<file path="src/rtl/clmul_pkg.sv">
package clmul_pkg;

  localparam int unsigned OP_W = 32;

  typedef enum logic [1:0] {
    VIEW_LOW  = 2'd0,
    VIEW_HIGH = 2'd1,
    VIEW_REV  = 2'd2,
    VIEW_NONE = 2'd3
  } view_e;

  localparam logic [2:0] F3_LOW  = 3'b001;
  localparam logic [2:0] F3_HIGH = 3'b011;
  localparam logic [2:0] F3_REV  = 3'b010;

  function automatic view_e decode_view(input logic [2:0] f3);
    case (f3)
      F3_LOW:  return VIEW_LOW;
      F3_HIGH: return VIEW_HIGH;
      F3_REV:  return VIEW_REV;
      default: return VIEW_NONE;
    endcase
  endfunction

endpackage

</file>
<file path="src/rtl/clmul_flip.sv">
module clmul_flip #(
  parameter int unsigned W = 32
) (
  input  logic [W-1:0] din,
  output logic [W-1:0] dout
);
  for (genvar g = 0; g < W; g++) begin : g_bit
    assign dout[g] = din[W-1-g];
  end
endmodule

</file>
<file path="src/rtl/clmul_ctrl.sv">
module clmul_ctrl #(
  parameter int unsigned STEPS = 32,
  localparam int unsigned CW = (STEPS > 1) ? $clog2(STEPS) : 1
) (
  input  logic          clk,
  input  logic          rst,
  input  logic          start,
  output logic          accept,
  output logic          step_en,
  output logic          last_step,
  output logic [CW-1:0] step_cnt,
  output logic          busy,
  output logic          done
);
  localparam logic [CW-1:0] LAST = CW'(STEPS - 1);

  assign accept    = start && !busy;
  assign step_en   = busy;
  assign last_step = busy && (step_cnt == LAST);

  always_ff @(posedge clk) begin
    if (rst) begin
      busy     <= 1'b0;
      done     <= 1'b0;
      step_cnt <= '0;
    end else begin
      done <= last_step;
      if (accept) begin
        busy     <= 1'b1;
        step_cnt <= '0;
      end else if (busy) begin
        step_cnt <= step_cnt + 1'b1;
        if (last_step) busy <= 1'b0;
      end
    end
  end
endmodule

</file>
<file path="src/rtl/clmul_accum.sv">
module clmul_accum #(
  parameter int unsigned W = 32,
  localparam int unsigned PW = 2 * W
) (
  input  logic          clk,
  input  logic          rst,
  input  logic          load,
  input  logic          step,
  input  logic [W-1:0]  mcand_in,
  input  logic [W-1:0]  mplier_in,
  output logic [PW-1:0] prod
);
  logic [PW-1:0] mcand_q;
  logic [W-1:0]  mplier_q;

  // One partial-product row: the shifted multiplicand gated by the current multiplier bit.
  function automatic logic [PW-1:0] gf2_row(input logic [PW-1:0] m, input logic sel);
    return sel ? m : '0;
  endfunction

  always_ff @(posedge clk) begin
    if (rst) begin
      mcand_q  <= '0;
      mplier_q <= '0;
      prod     <= '0;
    end else if (load) begin
      mcand_q  <= {{W{1'b0}}, mcand_in};
      mplier_q <= mplier_in;
      prod     <= '0;
    end else if (step) begin
      prod     <= prod ^ gf2_row(mcand_q, mplier_q[0]);
      mcand_q  <= mcand_q << 1;
      mplier_q <= mplier_q >> 1;
    end
  end
endmodule

</file>
<file path="src/rtl/clmul_view.sv">
module clmul_view
  import clmul_pkg::*;
#(
  parameter int unsigned W = 32,
  localparam int unsigned PW = 2 * W
) (
  input  view_e         view,
  input  logic [PW-1:0] prod,
  output logic [W-1:0]  result
);
  logic [W-1:0] low_flipped;

  clmul_flip #(.W(W)) u_flip (
    .din  (prod[W-1:0]),
    .dout (low_flipped)
  );

  always_comb begin
    case (view)
      VIEW_LOW:  result = prod[W-1:0];
      VIEW_HIGH: result = prod[PW-1:W];
      VIEW_REV:  result = low_flipped;
      default:   result = '0;
    endcase
  end
endmodule

</file>
<file path="src/rtl/clmul_iter.sv">
module clmul_iter
  import clmul_pkg::*;
#(
  parameter int unsigned W = OP_W,
  localparam int unsigned PW = 2 * W,
  localparam int unsigned CW = (W > 1) ? $clog2(W) : 1
) (
  input  logic         clk,
  input  logic         rst,
  input  logic         start,
  input  logic [2:0]   funct3,
  input  logic [W-1:0] op_a,
  input  logic [W-1:0] op_b,
  output logic         busy,
  output logic         done,
  output logic [W-1:0] result
);
  // Named internal events, exposed for the bound checker.
  logic          accept;
  logic          step_en;
  logic          last_step;
  logic [CW-1:0] step_cnt;
  view_e         view_d;
  view_e         view_q;
  logic [W-1:0]  a_flip, b_flip;
  logic [W-1:0]  a_sel, b_sel;
  logic [PW-1:0] prod;

  assign view_d = decode_view(funct3);

  clmul_flip #(.W(W)) u_flip_a (.din(op_a), .dout(a_flip));
  clmul_flip #(.W(W)) u_flip_b (.din(op_b), .dout(b_flip));

  assign a_sel = (view_d == VIEW_REV) ? a_flip : op_a;
  assign b_sel = (view_d == VIEW_REV) ? b_flip : op_b;

  always_ff @(posedge clk) begin
    if (rst)         view_q <= VIEW_LOW;
    else if (accept) view_q <= view_d;
  end

  clmul_ctrl #(.STEPS(W)) u_ctrl (
    .clk       (clk),
    .rst       (rst),
    .start     (start),
    .accept    (accept),
    .step_en   (step_en),
    .last_step (last_step),
    .step_cnt  (step_cnt),
    .busy      (busy),
    .done      (done)
  );

  clmul_accum #(.W(W)) u_accum (
    .clk       (clk),
    .rst       (rst),
    .load      (accept),
    .step      (step_en),
    .mcand_in  (a_sel),
    .mplier_in (b_sel),
    .prod      (prod)
  );

  clmul_view #(.W(W)) u_view (
    .view   (view_q),
    .prod   (prod),
    .result (result)
  );
endmodule

</file>
<file path="config.mk">
export PLATFORM = sky130hd
export DESIGN_NAME = clmul_iter
export DESIGN_NICKNAME = d
export VERILOG_FILES = /design/src/rtl/clmul_pkg.sv /design/src/rtl/clmul_flip.sv /design/src/rtl/clmul_ctrl.sv /design/src/rtl/clmul_accum.sv /design/src/rtl/clmul_view.sv /design/src/rtl/clmul_iter.sv
export SDC_FILE = /design/constraint.sdc
export NUM_CORES = 1
export LEC_CHECK = 0
export ABC_AREA = 1
export BUFFER_PORTS_ARGS = -buffer_cell sky130_fd_sc_hd__buf_2
export CAP_MARGIN = 20
export CORE_ASPECT_RATIO = 1.75
export CORE_MARGIN = 2
export CORE_UTILIZATION = 65
export CTS_BUF_LIST = sky130_fd_sc_hd__clkbuf_8
export DETAILED_ROUTE_END_ITERATION = 10
export PLACE_DENSITY_LB_ADDON = 0.2
export SETUP_SLACK_MARGIN = 0.2
export SYNTH_ARGS = -nofsm -noshare
export SYNTH_HDL_FRONTEND = slang
export SYNTH_SLANG_ARGS = --single-unit
</file>
<file path="constraint.sdc">
create_clock -name clk -period 3.4 [get_ports clk]
set_clock_uncertainty 0.2 [all_clocks]
set_input_delay 0.17 -clock clk [delete_from_list [all_inputs] [get_ports clk]]
set_output_delay 0.17 -clock clk [all_outputs]
set_load 0.02 [all_outputs]
</file>
==> flow_summary.ini <==
[run_status]
status = complete, no violations

[synth]
yosys.area_share.xor_xnor_pct = 0.217
syn_area_per_cell_um2 = 7.13
netlist_instances = 1133
ys_seq_area_share_pct = 41.9
synth_mux_area_share_pct = 0
synth_top_area_share_pct = 41.9
yosys_warnings = 0
yosys.cell_types.count = 27
synth_edf_count = 0
synth-compound-area-share_pct = 21.5
synth.area.top_cells = dfxtp_1 42%, nand2_1 12%, a21oi_1 10%, nand3_1 10%, inv_1 6.2%
synth_top_cell_by_area = dfxtp_1
synth_top_family_by_area = simple AND/OR/NAND/NOR gates
syn_nets = 1205
synth-simple-area-share_pct = 23.8
synth-main-ff-cell = dfxtp_1
syn-cell-area_mm2 = 0.00807
async_reset_ff_share_pct = 0
synth-adder-area-share_pct = 0.310
ys_ff_latch = 169

[worst_setup_path]
worstReg2RegEnd = u_accum.mplier_q[10]
reg2reg_slack_ns = 0.56
arrival_ns = 3.01
crit_chain = buf_4, nor2_8, buf_4, nand3_1, dlygate4sd3_1, a21oi_1
r2r_cells = 6
path_delay_family = buffers and inverters
cp_num_buf_inv = 3
cpMaxStageDelayCell = dlygate4sd3_1
path_max_fanout = 65
cp_common_cell = buf_4
critPathKind = reg2reg
critPathLaunchType = register
max_stage_delay_ns = 0.64
cp_data_required_time_ns = 3.57
end_kind = register
r2r-start = u_ctrl.busy

[sta]
finalHoldViolCount = 0
fin_crit_ns = 2.84
relSlewSlack_pct = 46.9
rsz0062_at_grt = no
worst_pin_slew_ns = 0.794
worst_hold_slack_ns = 0.0391
max_freq_mhz = 352
slew_viol_final = 0
fin_crit_sh_pct = 83.5
setup_viol = 0
finalSetupTns_ns = 0
fin_ws_ns = 0.560

[placement]
post-place-ws_ns = 1.02
dp_hpwl_mm = 13.1
port_buffers = 103
gp_congestion = 0.785
placedCellCount = 1328

[detailed_routing]
drt-total-wl_mm = 24.2
first_iter_violations = 755
first_pass_iters = 6
ant_nets = 0
dr_total_vias = 8760
drc = 0
wl_per_cell_um = 16.6
viasPerCell = 6.01

[worst_hold_path]
min_to = u_accum.mcand_q[31]
whs_path_depth = 4
hold_path.class = in2reg
worstHoldStart = start

[layout]
final_cell_mix = 268 x nand2_1, 168 x dfxtp_1, 163 x a21oi_1
area_growth_pct = 22.0
fillCellCount = 804
fin_nets = 1355
layout_commonest_cell = nand2_1
diodes = 0
final_cells = 1458
drive_gt1_share_pct = 12.1

[run]
cap_violations = 0

[floorplan]
initial_core_util_pct = 66.9
pin_count = 104
die_x_um = 88.2
core_area_mm2 = 0.0121
die_h_um = 151
die-area_mm2 = 0.0134
rows = 53

[clock_network]
clk_path_buf_depth = 2
clk_latency_ns = 0.45
cts_made_buffers = 17
cts_tree = done
cts_max_level = 4
postCtsResizedCells = 0
clk_pin_slew_worst_paths_ns = 0.08
cts_sinks = 169
root_buffer = clkbuf_8

[global_route]
grt-ovfl-total = 0
grt_usage_pct = 36.6
antenna_found_initial = 0
grt_start_max_net_pins = 66
grt_pass1_vias = 8268
grt_first_pass_wirelength_mm = 38.6

[power_and_ir_drop]
ir_drop_v = 0.000403
powerDensity_mw_per_mm2 = 412
p_leak_nw = 3.79
-- final cells by class --
type | instances | area, um2 | share of cell area (%)
clock buffer | 17 | 234 | 2.37
clock inverter | 12 | 138 | 1.40
inverter | 139 | 522 | 5.30
multi-input combinational | 740 | 3710 | 37.7
sequential | 169 | 3390 | 34.4
tap | 165 | 206 | 2.10
timing repair buffer | 216 | 1650 | 16.8
-- report_power, final --
| part | switching [mW] | internal, mW | total (mW) |
|---|---|---|---|
| sequential | 0.0683 | 2.03 | 2.10 |
| combinational | 0.333 | 0.227 | 0.560 |
| clock | 0.690 | 0.701 | 1.39 |
-- synth_stat cells (3+ instances only) --
master / instances
buf_1: 8
nand2_1: 268
buf_4: 6
dfxtp_1: 169
buf_6: 9
buf_2: 43
nor2_1: 7
inv_1: 134
clkbuf_1: 16
a21oi_1: 163
nand3_1: 162
inv_2: 4
clkbuf_2: 3
o221ai_1: 32
a22oi_1: 62
o21ai_0: 32
-- stage by stage --
stage | utilization (%) | power [mW] | area, um2
after global placement | 70.0 | 2.55 | 8450
after global routing | 81.6 | 4.20 | 9850
after detailed placement | 70.0 | 2.56 | 8450
after floorplan | - | 2.45 | 8070
after CTS | 81.3 | 4.00 | 9810
final | 81.6 | 4.05 | 9850
-- cells by family after synthesis --
family,count (synthesis)
xor gates and xnor gates,2
AOI/OAI and AO/OA,291
and+or+nand+nor,445
DFF,169
buffers and inverters,224
adders and majority gates,2
-- flip-flops by register name (all words and copies together) (netlist names) --
name              count
u_accum.mcand_q      64
u_accum.mplier_q     32
u_accum.prod         64
u_ctrl.busy           1
u_ctrl.done           1
u_ctrl.step_cnt       5
view_q                2
-- timing repair --
item                                   CTS  global route
setup buffers                            0             0
endpoints found under the hold margin   66             0
hold buffers                            99             0
-- metal layers --
metal  up-vias  share of wire, %  global-route usage, %
li1       4099                 -                      -
met1      4070                37                   41.4
met2       472                51                   64.1
met3       119               6.8                   6.87
met4         0               5.2                   19.0
met5         -                 0                      0
-- how the worst max path moves through the flow --
stage / from / end / slack, ns / cells past startpoint
after floorplan: u_ctrl.busy / u_accum.prod[10] / 1.90 / 8
after global placement: u_ctrl.busy / u_accum.prod[59] / 1.08 / 6
after detailed placement: u_ctrl.busy / u_accum.prod[37] / 1.02 / 6
after CTS: view_q[0] / result[21] / 0.69 / 4
after global routing: u_ctrl.busy / u_accum.mplier_q[18] / 0.43 / 6
final: u_ctrl.busy / u_accum.mplier_q[10] / 0.56 / 6
-- tightest hold or removal path: cells and delay by family --
kind	cells	cell delay, ns
compound gates	2	0.26
buf+inv	1	0.14
simple gates	1	0.05
No activity file was read; power rests on OpenSTA's default activity.
